--- config.mk ---
export PLATFORM = sky130hd
export DESIGN_NAME = serial_mult
export DESIGN_NICKNAME = d
export VERILOG_FILES = /design/src/rtl/serial_mult_pkg.sv /design/src/rtl/serial_mult_counter.sv /design/src/rtl/serial_mult_ctrl.sv /design/src/rtl/serial_mult_datapath.sv /design/src/rtl/serial_mult.sv
export SDC_FILE = /design/constraint.sdc
export NUM_CORES = 1
export LEC_CHECK = 0
export BUFFER_PORTS_ARGS = -buffer_cell sky130_fd_sc_hd__buf_2
export CAP_MARGIN = 30
export CORE_ASPECT_RATIO = 2
export CORE_MARGIN = 2
export CORE_UTILIZATION = 23
export DETAILED_ROUTE_END_ITERATION = 8
export GPL_ROUTABILITY_DRIVEN = 0
export MAX_ROUTING_LAYER = met4
export SETUP_SLACK_MARGIN = 0.5
export SLEW_MARGIN = 20
export SYNTH_ARGS = -nofsm -noshare
export SYNTH_HDL_FRONTEND = slang
export SYNTH_SLANG_ARGS = --single-unit
--- constraint.sdc ---
create_clock -name clk -period 3.6 [get_ports clk]
set_clock_uncertainty 0.1 [all_clocks]
set_input_delay 1.08 -clock clk [delete_from_list [all_inputs] [get_ports clk]]
set_output_delay 1.08 -clock clk [all_outputs]
set_load 0.1 [all_outputs]
--- src/rtl/serial_mult_pkg.sv ---
package serial_mult_pkg;
    typedef enum logic [1:0] {
        ST_IDLE  = 2'd0,
        ST_INNER = 2'd1,
        ST_OUTER = 2'd2
    } mul_state_t;
endpackage

--- src/rtl/serial_mult_counter.sv ---
module serial_mult_counter #(
    parameter  int LIMIT = 8,
    localparam int CW    = (LIMIT > 1) ? $clog2(LIMIT) : 1
) (
    input  logic          clk,
    input  logic          rst_n,
    input  logic          clr,
    input  logic          ce,
    output logic [CW-1:0] count,
    output logic          tc
);
    localparam logic [CW-1:0] LAST = CW'(LIMIT - 1);

    assign tc = (count == LAST);

    always_ff @(posedge clk or negedge rst_n) begin
        if (!rst_n)
            count <= '0;
        else if (clr)
            count <= '0;
        else if (ce)
            count <= tc ? '0 : count + CW'(1);
    end
endmodule

--- src/rtl/serial_mult_ctrl.sv ---
module serial_mult_ctrl
    import serial_mult_pkg::*;
(
    input  logic       clk,
    input  logic       rst_n,
    input  logic       start,
    input  logic       tc_in,
    input  logic       tc_out,
    output mul_state_t state,
    output logic       done,
    output logic       load,
    output logic       shift_a,
    output logic       sel_sum,
    output logic       shift_hi,
    output logic       shift_b,
    output logic       shift_lo,
    output logic       clr_carry,
    output logic       clr_in,
    output logic       ce_in,
    output logic       clr_out,
    output logic       ce_out
);
    mul_state_t next;

    // state register and registered done pulse
    always_ff @(posedge clk or negedge rst_n) begin
        if (!rst_n) begin
            state <= ST_IDLE;
            done  <= 1'b0;
        end else begin
            state <= next;
            done  <= (state == ST_OUTER) && tc_out;
        end
    end

    // next state and control strobes
    always_comb begin
        next      = state;
        load      = 1'b0;
        shift_a   = 1'b0;
        sel_sum   = 1'b0;
        shift_hi  = 1'b0;
        shift_b   = 1'b0;
        shift_lo  = 1'b0;
        clr_carry = 1'b0;
        clr_in    = 1'b0;
        ce_in     = 1'b0;
        clr_out   = 1'b0;
        ce_out    = 1'b0;
        unique case (state)
            ST_IDLE: begin
                if (start) begin
                    load    = 1'b1;
                    clr_in  = 1'b1;
                    clr_out = 1'b1;
                    next    = ST_INNER;
                end
            end
            ST_INNER: begin
                shift_a  = 1'b1;
                sel_sum  = 1'b1;
                shift_hi = 1'b1;
                ce_in    = 1'b1;
                if (tc_in)
                    next = ST_OUTER;
            end
            ST_OUTER: begin
                shift_b   = 1'b1;
                shift_hi  = 1'b1;
                shift_lo  = 1'b1;
                clr_carry = 1'b1;
                clr_in    = 1'b1;
                ce_out    = 1'b1;
                next      = tc_out ? ST_IDLE : ST_INNER;
            end
            default: next = ST_IDLE;
        endcase
    end
endmodule

--- src/rtl/serial_mult_datapath.sv ---
module serial_mult_datapath #(
    parameter int N = 8
) (
    input  logic         clk,
    input  logic         rst_n,
    input  logic         load,
    input  logic         shift_a,
    input  logic         sel_sum,
    input  logic         shift_hi,
    input  logic         shift_b,
    input  logic         shift_lo,
    input  logic         clr_carry,
    input  logic [N-1:0] op_a,
    input  logic [N-1:0] op_b,
    output logic [N-1:0] hi,
    output logic [N-1:0] lo,
    output logic         carry
);
    logic [N-1:0] a_q;
    logic [N-1:0] b_q;
    logic         pp_bit;
    logic         fa_sum;
    logic         fa_cout;
    logic         hi_in;

    // single full adder
    assign pp_bit  = a_q[0] & b_q[0];
    assign fa_sum  = hi[0] ^ pp_bit ^ carry;
    assign fa_cout = (hi[0] & pp_bit) | (hi[0] & carry) | (pp_bit & carry);
    assign hi_in   = sel_sum ? fa_sum : carry;

    always_ff @(posedge clk or negedge rst_n) begin
        if (!rst_n) begin
            a_q   <= '0;
            b_q   <= '0;
            hi    <= '0;
            lo    <= '0;
            carry <= 1'b0;
        end else if (load) begin
            a_q   <= op_a;
            b_q   <= op_b;
            hi    <= '0;
            lo    <= '0;
            carry <= 1'b0;
        end else begin
            if (shift_a)
                a_q <= {a_q[0], a_q[N-1:1]};
            if (shift_b)
                b_q <= {1'b0, b_q[N-1:1]};
            if (shift_hi)
                hi <= {hi_in, hi[N-1:1]};
            if (shift_lo)
                lo <= {hi[0], lo[N-1:1]};
            if (clr_carry)
                carry <= 1'b0;
            else if (sel_sum)
                carry <= fa_cout;
        end
    end
endmodule

--- src/rtl/serial_mult.sv ---
module serial_mult
    import serial_mult_pkg::*;
#(
    parameter  int N  = 8,
    localparam int CW = (N > 1) ? $clog2(N) : 1
) (
    input  logic         clk,
    input  logic         rst_n,
    input  logic         start,
    input  logic [N-1:0] op_a,
    input  logic [N-1:0] op_b,
    output logic         done,
    output logic [N-1:0] prod_hi,
    output logic [N-1:0] prod_lo
);
    mul_state_t    state_q;
    logic          load, shift_a, sel_sum, shift_hi, shift_b, shift_lo, clr_carry;
    logic          clr_in, ce_in, clr_out, ce_out;
    logic          tc_in, tc_out;
    logic [CW-1:0] cnt_in;
    logic [CW-1:0] cnt_out;
    logic          carry_q;

    serial_mult_ctrl u_ctrl (
        .clk       (clk),
        .rst_n     (rst_n),
        .start     (start),
        .tc_in     (tc_in),
        .tc_out    (tc_out),
        .state     (state_q),
        .done      (done),
        .load      (load),
        .shift_a   (shift_a),
        .sel_sum   (sel_sum),
        .shift_hi  (shift_hi),
        .shift_b   (shift_b),
        .shift_lo  (shift_lo),
        .clr_carry (clr_carry),
        .clr_in    (clr_in),
        .ce_in     (ce_in),
        .clr_out   (clr_out),
        .ce_out    (ce_out)
    );

    serial_mult_counter #(.LIMIT(N)) u_cnt_inner (
        .clk   (clk),
        .rst_n (rst_n),
        .clr   (clr_in),
        .ce    (ce_in),
        .count (cnt_in),
        .tc    (tc_in)
    );

    serial_mult_counter #(.LIMIT(N)) u_cnt_outer (
        .clk   (clk),
        .rst_n (rst_n),
        .clr   (clr_out),
        .ce    (ce_out),
        .count (cnt_out),
        .tc    (tc_out)
    );

    serial_mult_datapath #(.N(N)) u_dp (
        .clk       (clk),
        .rst_n     (rst_n),
        .load      (load),
        .shift_a   (shift_a),
        .sel_sum   (sel_sum),
        .shift_hi  (shift_hi),
        .shift_b   (shift_b),
        .shift_lo  (shift_lo),
        .clr_carry (clr_carry),
        .op_a      (op_a),
        .op_b      (op_b),
        .hi        (prod_hi),
        .lo        (prod_lo),
        .carry     (carry_q)
    );
endmodule

==> results of run 1 <==
[registers in the layout (all words and copies together) (netlist names)]
name and count:
u_cnt_inner.count 3, u_cnt_outer.count 3, u_ctrl.done 1, u_ctrl.state 2
u_dp.a_q 8, u_dp.b_q 8, u_dp.carry 1, u_dp.hi 8
u_dp.lo 8
[stage by stage]
step	util [%]	setup WS [ns]	cells
after CTS	27.6	1.25	309
after floorplan	-	1.49	177
final	27.9	1.27	310
after global placement	26.1	1.19	302
after detailed placement	26.1	1.17	302
after global routing	27.9	1.22	310
[final timing paths]
| check | end | slack, ns | depth (start not counted) |
|---|---|---|---|
| setup reg to reg | u_dp.b_q[2] | 1.51 | 5 |
| hold reg to reg | u_dp.lo[0] | 0.42 | 2 |
| hold / removal | u_dp.lo[0] | 0.42 | 2 |
| max in group asynchronous | u_dp.a_q[2] | 2.37 | 2 |
| setup / recovery | prod_hi[0] | 1.27 | 1 |
| min in group asynchronous | u_dp.lo[3] | 0.57 | 1 |
[Yosys cell counts (all sizes together)]
cell / n
ha: 8
nand2b: 3
fa: 1
mux2i: 36
mux2: 2
o21a: 1
nor2: 21
buf: 12
a21oi: 3
o21ai: 17
o211ai: 1
dfrtp: 42
and2: 2
and2b: 1
nand2: 18
nor3: 3
inv: 6
[where the power goes]
| part | internal (mW) | switching (mW) | total [mW] |
|---|---|---|---|
| clock | 0.253 | 0.165 | 0.418 |
| combinational | 0.236 | 0.442 | 0.678 |
| sequential | 0.608 | 0.0879 | 0.696 |
[cells by family after synthesis]
| family | after synthesis |
|---|---|
| buffers and inverters | 18 |
| and+or+nand+nor | 48 |
| DFF | 42 |
| adders and majority gates | 9 |
| muxes | 38 |
| AOI/OAI and AO/OA | 22 |
[cell type report]
| class | instances | area, sq um | area share (%) |
|---|---|---|---|
| timing repair buffer | 38 | 210 | 8.85 |
| clock buffer | 7 | 133 | 5.58 |
| tap | 100 | 125 | 5.27 |
| sequential | 42 | 1050 | 44.2 |
| inverter | 6 | 22.5 | 0.948 |
| multi-input combinational | 117 | 835 | 35.1 |
[cells in the final DEF, fill, tap and decap left out]
cell type | synthesis | final
dfrtp_1 | 42 | 42
mux2i_1 | 36 | 36
buf_2 | 3 | 35
nor2_1 | 21 | 21
nand2_1 | 18 | 18
o21ai_1 | 11 | 11
ha_1 | 8 | 8
inv_1 | 6 | 6
o21ai_0 | 6 | 6
clkbuf_16 | 0 | 5
nand2b_1 | 3 | 3
a21oi_1 | 3 | 3
nor3_2 | 3 | 3
mux2_2 | 2 | 2
clkbuf_1 | 0 | 2
buf_4 | 4 | 2
and2_1 | 2 | 1
and2_2 | 0 | 1
o211ai_1 | 1 | 1
and2b_1 | 1 | 1
o21a_1 | 1 | 1
fa_1 | 1 | 1
buf_12 | 0 | 1
[layer usage]
metal / routed length (um) / up-vias / GRT usage, %
li1: - / 656 / -
met1: 1700 / 641 / 10.1
met2: 1970 / 23 / 15.4
met3: 100 / 7 / 2.00
met4: 140 / 0 / 6.73
met5: 0 / - / -
==> flow_summary.toml, run 1 <==
[critical_path]
critical-path-slowest-cell = "buf_2"
cpPeakStageDelay_ns = 0.45
endpoint_kind = "output pin"
path_cells = "buf_2"
cp-start-kind = "flop"
path_class = "reg -> out"
startpoint = "u_dp.hi[0]"
critPathBufInv = 1
cp_data_required_time_ns = 2.42
cp.arrival_ns = 1.15
reg2reg_from = "u_ctrl.state[0]"
critPathTopFamily = "buffers and inverters"
cp_max_fo = 4

[sta]
slew_violations = 0
period_share_pct = 64.6
hold_ws_ns = 0.420
setup-violations-final = 0
max_freq_ghz = 0.430
rsz0062_at_grt = "no"
fin_setup_tns_ns = 0
max_slew.worst_pin.slew_ns = 0.847
hold_viol_final = 0
relSlewSlack_pct = 43.5
fin_crit_ns = 2.33

[run_status]
status = "complete, no violations"

[yosys]
synth_area_leaders = "dfrtp_1 52%, mux2i_1 18%, ha_1 5.0%"
ys_seq_elements = 42
yosysSeqAreaShare_pct = 52.3
synthAdderAreaFrac_pct = 5.98
synth-compound-area-share_pct = 5.73
synthesis.area_sq_mm = 0.00201
synth_cell_types = 20
yosys_warnings = 0
avgSynthCellArea_sq_um = 11.3
synthXorXnorAreaFrac_pct = 0
synth_nets = 205
synth.area.mux_share_pct = 19.1
yosys.area.top_type = "dfrtp_1"
syn_inst = 177
synth_top_family_by_area = "multiplexers"
yosysTopAreaCellShare_pct = 52.3
yosys.area_share.simple_pct = 10.7

[clock_network]
htree_levels = 2
cts_resized = 0
cts_root_buffer = "clkbuf_16"
cts_tree = "built"
hold_buffers = 0
path_clk_slew_ns = 0.05
clock_latency_ns = 0.28
clock_sinks = 42
clock_path_buffers = 2
postCtsSetupBuffers = 0
cts_made_buffers = 5

[detailed_routing]
first_iter_violations = 64
routed_wirelength_mm = 3.91
vias = 1327
antenna_left = 0
wl_per_cell_um = 12.6
via_per_inst = 4.28
drc = 0
drt_pre_antenna_iters = 4

[cells_and_area]
num-fill-cells = 911
drive_gt1_share_pct = 23.3
diodes = 0
final_cell_area_sq_mm = 0.00238
syn_to_final_growth_pct = 18.3
fin_nets = 238

[hold_path]
hold_path_startpoint = "u_dp.lo[0]"
holdCritPathClass = "reg -> reg"

[grt]
grt_pass1_wl_mm = 6.69
antenna_found_initial = 0
track_usage_pct = 9.45
grt_pass1_vias = 1418
overflow = 0
grt_max_degree = 43

[floorplanning]
ios = 36
die_w_um = 70.1
start_util_pct = 23.5
dieArea_sq_mm = 0.00954
rows = 48
die_height_um = 136
fp.coreArea_sq_mm = 0.00853

[power]
power_density_mw_per_mm2 = 754
ir_drop_mv = 0.488
leakagePower_nw = 1.17
p_total_mw = 1.79

[placement]
dp.final_hpwl_mm = 2.83
port_buffers = 35
place_area_sq_mm = 0.00222

[flow_run]
cap_viol_max_count = 0
(Power assumes the default switching activity.)
==> run 2, diff against run 1 <==
clock period = 1.9 ns   (was 3.6 ns; I/O delays follow)
==> flow_summary.toml, run 2 (synthesized netlist as in run 1, its figures left out) <==
[placement]
dp.final_hpwl_mm = 2.78
port_buffers = 35
place_area_sq_mm = 0.00230

[clock_network]
cts_root_buffer = "clkbuf_16"
path_clk_slew_ns = 0.06
clock_path_buffers = 2
clock_latency_ns = 0.28
cts_made_buffers = 5
cts_tree = "built"
clock_sinks = 42
htree_levels = 2

[cells_and_area]
multi_input_area_sq_mm = 0.00114
fin_nets = 274
drive_gt1_share_pct = 66.8
syn_to_final_growth_pct = 73.2
final_cell_area_sq_mm = 0.00348
seqCellArea_sq_mm = 0.00107
diodes = 0
layout_common_cells = "25 x mux2i_1, 25 x dfrtp_1, 23 x buf_4, 20 x buf_12, 18 x buf_2"
num-fill-cells = 801

[sta]
period_share_pct = 86.0
max_freq_ghz = 0.612
rsz0062_at_grt = "yes"
max_slew.worst_pin.slew_ns = 0.234
hold_viol_final = 0
fin_crit_ns = 1.63
fin_setup_tns_ns = 0
setup-violations-final = 0
slew_violations = 0
relSlewSlack_pct = 84.1

[detailed_routing]
via_per_inst = 4.34
routed_wirelength_mm = 5.30
drt_pre_antenna_iters = 4
wl_per_cell_um = 15.3
drc = 0
antenna_left = 0
first_iter_violations = 37
vias = 1507

[power]
power_density_mw_per_mm2 = 1360
clockPowerShare_pct = 24.0
p_seq_share_pct = 28.2
leakagePower_nw = 1.51
ir_drop_mv = 0.550
internal-power_mw = 3.04
p_sw_mw = 1.69
p_comb_share_pct = 47.7
swShare_pct = 35.8

[grt]
grt_pass1_vias = 1566
grt_pass1_wl_mm = 7.58
grt_max_degree = 43
antenna_found_initial = 0
track_usage_pct = 10.5
overflow = 0

[floorplanning]
start_util_pct = 23.5
dieArea_sq_mm = 0.00954
rows = 48
die_height_um = 136
ios = 36
fp.coreArea_sq_mm = 0.00853
die_w_um = 70.1

[critical_path]
cp-start-kind = "flop"
critPathTopFamily = "flip-flops"
cp_max_fo = 2
r2r-end = "u_dp.hi[7]"
critical-path-slowest-cell = "dfrtp_4"
cpPeakStageDelay_ns = 0.50
path_class = "reg -> out"
rrSetupSlack_ns = 0.30
reg2reg_from = "u_dp.hi[0]"
endpoint_kind = "output pin"
critPathBufInv = 1
cp.arrival_ns = 0.96
rr_worst_depth = 6
path_cells = "buf_12"
cp_data_required_time_ns = 1.23

[run_status]
status = "complete, no violations"

[hold_path]
holdCritPathClass = "in -> async"

[flow_run]
cap_viol_max_count = 0
[run 2: changes by cell type in the layout (fill, tap and decap cells not counted), moves of 11 or more]
cell,delta
buf_12,+19
mux2i_1,-11
nand2_1,-13
dfrtp_2,+16
nor2_1,-16
buf_2,-17
buf_4,+21
dfrtp_1,-17
[run 2: repair_timing]
item | 4_1_cts | 5_1_grt
endpoints found under the hold margin | 0 | 0
endpoints found under the setup margin | 57 | 56
pin swaps | 1 | 27
gates cloned | 1 | 8
hold buffers | 0 | 0
resized for setup | 80 | 84
setup buffers | 20 | 4
[run 2: worst max-delay path by stage]
| stage | from | endpoint | slack, ns | cells past startpoint |
|---|---|---|---|---|
| 6_report | u_dp.hi[0] | prod_hi[0] | 0.27 | 1 |
| 5_1_grt | u_dp.hi[0] | prod_hi[0] | 0.25 | 1 |
| 4_1_cts | u_dp.hi[0] | prod_hi[0] | 0.28 | 1 |
| 3_5_place_dp | start | u_ctrl.state[0] | 0.36 | 4 |
| 3_3_place_gp | start | u_ctrl.state[0] | 0.37 | 4 |
| 2_1_floorplan | u_dp.hi[0] | u_dp.hi[7] | 0.34 | 5 |
[run 2: power groups by stage]
| stage | clock, mW | combinational (mW) | sequential, mW |
|---|---|---|---|
| after floorplan | 0 | 0.841 | 1.61 |
| after global placement | 0 | 1.34 | 1.33 |
| after detailed placement | 0 | 1.36 | 1.33 |
| after CTS | 1.17 | 1.76 | 1.33 |
| after global routing | 1.21 | 2.40 | 1.37 |
| final | 1.14 | 2.26 | 1.34 |
[run 2: metrics by stage]
step	instances	power [mW]	setup WS, ns	utilization (%)	hold slack, ns
floorplan	177	2.45	0.339	-	0.174
global placement	306	2.67	0.375	27.0	0.412
detailed placement	306	2.70	0.363	27.0	0.423
CTS	335	4.26	0.275	35.0	0.154
global route	347	4.98	0.248	40.8	0.158
finish	347	4.73	0.266	40.8	0.147
[run 2: layer usage]
metal	global-route usage [%]	share of wire [%]	wire (um)	vias up
li1	-	-	-	729
met2	18.5	59	3140	16
met4	5.45	1.8	95	0
met5	-	0	0	-
met3	1.85	1.9	98	4
met1	11.1	37	1960	758
[run 2: area by class of cell]
cell class	instances	area share, %
clock inverter	2	1.73
timing repair buffer	74	26.3
multi-input combinational	117	32.8
sequential	42	30.9
tap	100	3.60
inverter	6	0.647
clock buffer	6	3.99
